<file path="config.mk">
export PLATFORM = sky130hd
export DESIGN_NAME = pirq_periodic_top
export DESIGN_NICKNAME = d
export VERILOG_FILES = /design/src/rtl/pirq_pkg.sv /design/src/rtl/pirq_enable_reg.sv /design/src/rtl/pirq_event_merge.sv /design/src/rtl/pirq_flag.sv /design/src/rtl/pirq_periodic_top.sv
export SDC_FILE = /design/constraint.sdc
export NUM_CORES = 1
export LEC_CHECK = 0
export BUFFER_PORTS_ARGS = -buffer_cell sky130_fd_sc_hd__buf_2
export CAP_MARGIN = 20
export CORE_AREA = 2 2 39 41
export CTS_BUF_LIST = sky130_fd_sc_hd__clkbuf_16
export CTS_CLUSTER_DIAMETER = 30
export DETAILED_ROUTE_END_ITERATION = 8
export DIE_AREA = 0 0 41 43
export SLEW_MARGIN = 0
export SYNTH_ARGS = -nofsm -noshare
export SYNTH_HDL_FRONTEND = slang
export SYNTH_SLANG_ARGS = --single-unit
export TNS_END_PERCENT = 20
</file>
<file path="constraint.sdc">
create_clock -name clk -period 1.15 [get_ports clk]
set_input_delay 0.115 -clock clk [delete_from_list [all_inputs] [get_ports clk]]
set_output_delay 0.115 -clock clk [all_outputs]
set_load 0.01 [all_outputs]
</file>
<file path="src/rtl/pirq_pkg.sv">
// Package: shared constants and types for the periodic rollover interrupt.
// Assumes: source index order is the time-unit order of the counter chain.
package pirq_pkg;
    localparam int N_SRC_DEF = 6;
    typedef logic [N_SRC_DEF-1:0] src_mask_t;
endpackage

</file>
<file path="src/rtl/pirq_enable_reg.sv">
// Module: holds the per-source enable mask; loads it on a config write
// and wipes it on standby entry unless keep is requested.
// Assumes: standby_i is synchronous to clk; entry is its rising edge.
module pirq_enable_reg #(
    parameter int N_SRC = pirq_pkg::N_SRC_DEF
) (
    input  logic             clk,
    input  logic             rst_n,
    input  logic             wr_i,
    input  logic [N_SRC-1:0] wdata_i,
    input  logic             stby_i,
    input  logic             keep_i,
    output logic [N_SRC-1:0] en_o,
    output logic [N_SRC-1:0] en_nxt_o
);
    logic             stby_q;
    logic [N_SRC-1:0] en_q;
    logic             wipe;

    // Detect standby entry that must clear the mask.
    assign wipe = stby_i && !stby_q && !keep_i;

    // Next-state of the mask: wipe beats write, write beats hold.
    always_comb begin
        if (wipe)
            en_nxt_o = '0;
        else if (wr_i)
            en_nxt_o = wdata_i;
        else
            en_nxt_o = en_q;
    end

    // Register the mask and the previous standby level.
    always_ff @(posedge clk) begin
        if (!rst_n) begin
            en_q   <= '0;
            stby_q <= 1'b0;
        end else begin
            en_q   <= en_nxt_o;
            stby_q <= stby_i;
        end
    end

    assign en_o = en_q;
endmodule

</file>
<file path="src/rtl/pirq_event_merge.sv">
// Module: masks each rollover pulse by its enable and merges them
// into one hit strobe.
// Assumes: tick pulses last one cycle.
module pirq_event_merge #(
    parameter int N_SRC = pirq_pkg::N_SRC_DEF
) (
    input  logic [N_SRC-1:0] tick_i,
    input  logic [N_SRC-1:0] en_i,
    output logic             hit_o
);
    logic [N_SRC-1:0] masked;

    // One gate per source.
    for (genvar k = 0; k < N_SRC; k++) begin : g_src
        assign masked[k] = tick_i[k] & en_i[k];
    end

    // Any enabled source rolled over.
    assign hit_o = |masked;
endmodule

</file>
<file path="src/rtl/pirq_flag.sv">
// Module: sticky pending flag. A hit sets it, a write-one clears it,
// a hit beats a clear, and an empty next mask forces it low.
// Assumes: any_en_nxt_i reflects the mask valid after the same edge.
module pirq_flag (
    input  logic clk,
    input  logic rst_n,
    input  logic hit_i,
    input  logic clr_i,
    input  logic any_en_nxt_i,
    output logic pend_o
);
    logic pend_q;

    // Update the pending flag with its set/clear priority.
    always_ff @(posedge clk) begin
        if (!rst_n)
            pend_q <= 1'b0;
        else if (!any_en_nxt_i)
            pend_q <= 1'b0;
        else if (hit_i)
            pend_q <= 1'b1;
        else if (clr_i)
            pend_q <= 1'b0;
    end

    assign pend_o = pend_q;
endmodule

</file>
<file path="src/rtl/pirq_periodic_top.sv">
// Module: periodic rollover interrupt generator top. Ties together
// the enable mask, the event merge and the sticky flag.
// Assumes: all inputs synchronous to clk; pad drive handled outside.
module pirq_periodic_top #(
    parameter int N_SRC = pirq_pkg::N_SRC_DEF
) (
    input  logic             clk,
    input  logic             rst_n,
    input  logic [N_SRC-1:0] tick_i,
    input  logic             cfg_wr_i,
    input  logic [N_SRC-1:0] cfg_wdata_i,
    input  logic             clr_wr_i,
    input  logic             standby_i,
    input  logic             standby_keep_i,
    output logic [N_SRC-1:0] enables_o,
    output logic             flag_o,
    output logic             irq_o
);
    logic [N_SRC-1:0] en;
    logic [N_SRC-1:0] en_nxt;
    logic             hit;
    logic             pend;

    pirq_enable_reg #(.N_SRC(N_SRC)) u_en (
        .clk      (clk),
        .rst_n    (rst_n),
        .wr_i     (cfg_wr_i),
        .wdata_i  (cfg_wdata_i),
        .stby_i   (standby_i),
        .keep_i   (standby_keep_i),
        .en_o     (en),
        .en_nxt_o (en_nxt)
    );

    pirq_event_merge #(.N_SRC(N_SRC)) u_merge (
        .tick_i (tick_i),
        .en_i   (en),
        .hit_o  (hit)
    );

    pirq_flag u_flag (
        .clk          (clk),
        .rst_n        (rst_n),
        .hit_i        (hit),
        .clr_i        (clr_wr_i),
        .any_en_nxt_i (|en_nxt),
        .pend_o       (pend)
    );

    // Drive the outputs.
    assign enables_o = en;
    assign flag_o    = pend;
    assign irq_o     = pend;
endmodule

</file>
Word level (Yosys, flattened, before mapping)
Index checks and enable logic that the tools add are counted.
{ "totals": {"regBits": 8, "latchBits": 0, "mem_bits_rw": 0, "rom_bits": 0, "inputBits": 18, "out_inout_bits": 8, "word_cells": 21, "memories": 0} }
{ "op_classes": {"add_sub_neg": 0, "mul": 0, "div": 0, "n_lt_le_gt_ge": 0, "n_eq_ne": 0, "shift": 0, "mux": 4, "n_bitwise": 6, "reduce_logical": 8} }
{ "op_table": {"columns": ["op", "count"], "rows": [
  ["$mux W6", 2],
  ["$reduce_or A6 Y1", 2],
  ["$and A1 B1 Y1", 6],
  ["$logic_and A1 B1 Y1", 2],
  ["$logic_not A1 Y1", 2],
  ["$mux W1", 2],
  ["$reduce_and A2 Y1", 1],
  ["$reduce_bool A2 Y1", 1]
]} }

Longest topological paths before layout
{ "logic_depth": {"depth_word": 6, "ltp_mapped": 4, "depth_no_buf": 3} }

Cells and area by module
Synthesis repeated with hierarchy kept, for this count alone.
{ "hier_totals": {"cells_unflattened": 40, "hier_area_um2": 414.1} }
{ "modules_own_cells": {"columns": ["module", "instances", "cells_each", "area_per_inst_um2", "seq_area_each_um2"], "rows": [
  ["pirq_enable_reg", 1, 29, 329.1, 140.1],
  ["pirq_flag", 1, 3, 36.3, 20.0],
  ["pirq_event_merge", 1, 4, 27.5, 0.0],
  ["pirq_periodic_top", 1, 4, 21.3, 0.0]
]} }

Worst setup path after synthesis
No wires, ideal clock.
{ "synth_timing": {"kind": "register -> register", "start": "reg u_en.en_q[1], in the netlist u_en.en_o[1]", "end": "reg u_flag.pend_q, in the netlist u_flag.pend_o", "setup_ns": 0.134, "arrival_time_ns": 1.068, "required_ns": 1.016, "slack_ns": -0.052, "path_stages_with_launch": 4, "n_path_buf": 0, "period_less_slack_ns": 1.202, "cell_sequence": "dfxtp_1 or4_1 o211ai_1 a211oi_1"} }
{ "synth_via": {"elab_chain_len": 4, "word_cells_on_any_way": 8, "classes_between": "3 x mux; 1 x bitwise; 4 x reduce/logical"} }
{ "synth_lines": {"columns": ["element", "line", "rtl"], "rows": [
  ["start, declared", "pirq_enable_reg.sv:17", "logic [N_SRC-1:0] en_q;"],
  ["start signal, assigned", "pirq_enable_reg.sv:39", "en_q <= en_nxt_o;"],
  ["$mux W6", "pirq_enable_reg.sv:27", "else if (wr_i)"],
  ["$mux W6", "pirq_enable_reg.sv:25", "if (wipe)"],
  ["$reduce_or A6 Y1", "pirq_periodic_top.sv:46", ".any_en_nxt_i (|en_nxt),"],
  ["$reduce_and A2 Y1 (no line)", null, null],
  ["end signal, assigned", "pirq_flag.sv:17", "pend_q <= 1'b0;"],
  ["end signal, assigned", "pirq_flag.sv:19", "pend_q <= 1'b0;"],
  ["end signal, assigned", "pirq_flag.sv:21", "pend_q <= 1'b1;"],
  ["end, declared", "pirq_flag.sv:12", "logic pend_q;"]
]} }
Several ways; a longest one is shown, not always the timed one.
A chain may end at the register's enable or synchronous reset.

Worst setup path after layout
Ends and elaborated chain as after synthesis.

==> flow_summary_export.csv <==
group,metric,value,unit
clock_tree,cts_tree,"yes",
worst_setup_path,crit_path_cell_trace,"or4_1 > o211ai_1 > a211oi_1",
sta,drv_slew,0,
floorplan,total_die_area,1760,um2
job,maxCapViolCount,0,
global_routing,grtUsageTotal,13.3,%
final_layout,final-instance-count-excl-fill,82,
clock_tree,clock-sinks,8,
final_layout,multi_input_area,183,um2
sta,report.final.hold_viol_count,0,
global_routing,first_pass_grt_wire_length,1.39,mm
worst_setup_path,critical-path-top-delay-family,"simple AND/OR/NAND/NOR gates",
floorplan,floorplan.die.height,43,um
final_layout,synthToLayoutAreaGrowth,69.8,%
worst_setup_path,worst_setup_path_end_kind,"flop",
placed_design,place.gp.congestion,0.734,
synth,synth_top_area_cell,"sky130_fd_sc_hd__dfxtp_1",
sta,final.setup.tns,-48.0,ps
clock_tree,worst_skew_pair.late_latency,230,ps
floorplan,std_cell_rows,14,
power,switching_part_of_the_total_power,19.7,%
synth,syn_nets,53,
min_path,min-delay-start,"standby_i",
power,power.share.combinational,12.6,%
floorplan,chipWidth,41,um
placed_design,pre_cts_ws,-46.6,ps
global_routing,grt_start_max_net_pins,8,
routing,num_vias,374,
worst_setup_path,path_buf_inv,0,
synth,synth_top_area_share,44.9,%
clock_tree,postCtsHoldBufs,0,
synth,synth_warnings,0,
routing,total_wire_length,946,um
global_routing,first_global_vias,360,
worst_setup_path,r2r_slack,-50,ps
min_path,worstHoldEndpoint,"u_en.stby_q",
sta,final_min_period_over_clock_period,104,%
power,vdd.ir_drop.worst,756,uV
worst_setup_path,cp-start-kind,"flop",
final_layout,mostFrequentLayoutCell,"sky130_fd_sc_hd__buf_2",
floorplan,boundaryPins,26,
worst_setup_path,worst-path-stages,3,
final_layout,final_design_area_no_fill,606,um2
clock_tree,htree_num_levels,1,
synth,synth_sequential_area_ratio,44.9,%
outcome,outcome,"finished, violations left",
final_layout,antennaDiodeCount,0,
worst_setup_path,cp_data_arrival_time,1300,ps
synth,post_synth_design_cell_area,357,um2
worst_setup_path,critical_path_class,"reg -> reg",
clock_tree,clockRootBuffer,"sky130_fd_sc_hd__clkbuf_16",
clock_tree,cts_buffers,3,
sta,tightestPinTransition,290,ps
sta,postLayoutSetupSlackWorst,-48.0,ps
placed_design,io_buffers,25,
min_path,min_path_type,"in -> reg",
final_layout,commonest_non_fill_non_tap_cells_in_the_layout,"sky130_fd_sc_hd__buf_2, sky130_fd_sc_hd__dfxtp_1, sky130_fd_sc_hd__mux2i_1, sky130_fd_sc_hd__nor2_1, sky130_fd_sc_hd__buf_4",
worst_setup_path,worst_r2r_endpoint,"u_flag.pend_o",
placed_design,post_dp_cell_area,528,um2
routing,remaining_drc_errors,0,
sta,final.min_clock_period,1200,ps
power,power_leakage,0.000315,uW
worst_setup_path,worstRegToRegCells,3,
routing,detail_route.wl_per_cell,11.5,um
synth,post_synth_num_cell_types,17,
routing,firstDrtPassIters,4,
sta,timing.fmax,0.835,GHz
global_routing,overflow,0,
power,proportion_of_power_drawn_by_flip_flops_and_latches,30.1,%
synth,synthTopCellsByArea,"sky130_fd_sc_hd__dfxtp_1, sky130_fd_sc_hd__mux2i_1, sky130_fd_sc_hd__nor2_1",
outcome,failing_checks,"negative setup slack",
routing,vias_per_cell,4.56,
worst_setup_path,cp_data_required_time,1250,ps
routing,ant_nets,0,
synth,syn_inst,35,
power,power.clock.fraction,57.3,%
power,power_per_cell_area,1680,nW/um2
worst_setup_path,regToRegStartpoint,"u_en.en_o[1]",
min_path,whs_path_depth,2,
final_layout,ff_latch_area,161,um2
synth,synth.avg_cell_area,10.2,um2
final_layout,fill_cells,147,
worst_setup_path,timing.critical_path.slowest_cell_delay,520,ps
sta,rsz_0062_raised_after_global_routing,"true",
power,net_switching_power_figure,200,uW
sta,setup_viol,1,
clock_tree,cts.reportedPaths.clkPinSlew,40,ps
sta,worst_slew_margin_rel,80.6,%
worst_setup_path,max_stage_delay_cell_worst_path,"sky130_fd_sc_hd__or4_1",
final_layout,post_layout_net_count,86,
floorplan,floorplan.initialDensity,25.8,%
routing,drt-initial-drc-count,4,
global_routing,grt_antenna_before_repair,0,
floorplan,placeable_core_region,1380,um2
worst_setup_path,crit_path_max_fanout,2,
clock_tree,clk_path_buf_depth,2,
placed_design,numPlacedInstances,79,
power,power.internal,816,uW
synth,synth-seq-cells,8,
final_layout,final_layout_size_suffix_gt1_share,56.1,%
sta,skew,5.53,ps
## through the flow
step                      hold slack [ps]  util [%]  power, uW
after CTS                            97.4      43.8       1030
after detailed placement              336      38.2        440
after floorplan                       237         -        372
final                                95.6      43.8       1020
after global routing                  110      43.8       1070
after global placement                336      38.2        440
## cell families (layout without fill, tap and decap cells)
family | Yosys count | count (layout) | share of synthesized area (%)
buf+inv | 3 | 34 | 4.56
simple gates | 13 | 13 | 21.8
mux | 6 | 6 | 16.8
compound gates | 5 | 5 | 11.9
flops | 8 | 8 | 44.9
## metal layers
metal,vias to the layer above,global-route usage (%),share of wire [%],routed length (um)
met1,158,10.7,37,354
met3,4,7.85,13,122
li1,192,-,-,-
met4,0,12.0,3.3,31
met2,20,20.6,46,437
met5,-,0,0,0
## final cells by class
class | instances | share of cell area [%]
inverters | 1 | 0.620
repair buffers | 30 | 26.9
multi-input cells | 24 | 30.2
flip-flops and latches | 8 | 26.7
clock buffers | 3 | 12.4
well taps | 16 | 3.31
## flip-flops by register name, summed over array words and instances, names as in the netlist
signal	count
u_en.stby_q	1
u_en.en_o	6
u_flag.pend_o	1
## worst max path at each step
| stage | start | to |
|---|---|---|
| 2_1_floorplan | u_en.en_o[1] | u_flag.pend_o |
| 3_3_place_gp | u_en.en_o[1] | u_flag.pend_o |
| 3_5_place_dp | u_en.en_o[1] | u_flag.pend_o |
| 4_1_cts | u_en.en_o[1] | u_flag.pend_o |
| 5_1_grt | u_en.en_o[1] | u_flag.pend_o |
| 6_report | u_en.en_o[1] | u_flag.pend_o |
## power by group through the flow
stage	Sequential (uW)	Combinational, uW	Clock (uW)
after floorplan	318	53.9	0
final	306	128	582
after global placement	309	130	0
after detailed placement	310	130	0
after CTS	306	131	593
after global routing	308	145	615
## cell usage after synthesis
master,instances
sky130_fd_sc_hd__or3_1,1
sky130_fd_sc_hd__buf_4,1
sky130_fd_sc_hd__and2_1,1
sky130_fd_sc_hd__buf_2,1
sky130_fd_sc_hd__nor2_1,6
sky130_fd_sc_hd__or4_1,2
sky130_fd_sc_hd__a221oi_1,1
sky130_fd_sc_hd__inv_1,1
sky130_fd_sc_hd__dfxtp_1,8
sky130_fd_sc_hd__mux2i_1,6
sky130_fd_sc_hd__nor4b_2,1
sky130_fd_sc_hd__a222oi_1,1
sky130_fd_sc_hd__or3b_2,1
sky130_fd_sc_hd__o211ai_1,1
sky130_fd_sc_hd__nand2_1,1
sky130_fd_sc_hd__a22o_1,1
sky130_fd_sc_hd__a211oi_1,1
## worst reg2reg max path: cells and delay by family, from the launching register on
family	cells	cell delay, ps
and+or+nand+nor	1	520
DFF	1	300
AOI/OAI and AO/OA	2	260
## timing repair
action,4_1_cts,5_1_grt
pin swaps,0,0
setup buffers,0,0
endpoints found under the setup margin,5,1
cloned,0,0
resized for setup,1,0
No activity file was read; power rests on OpenSTA's default activity.
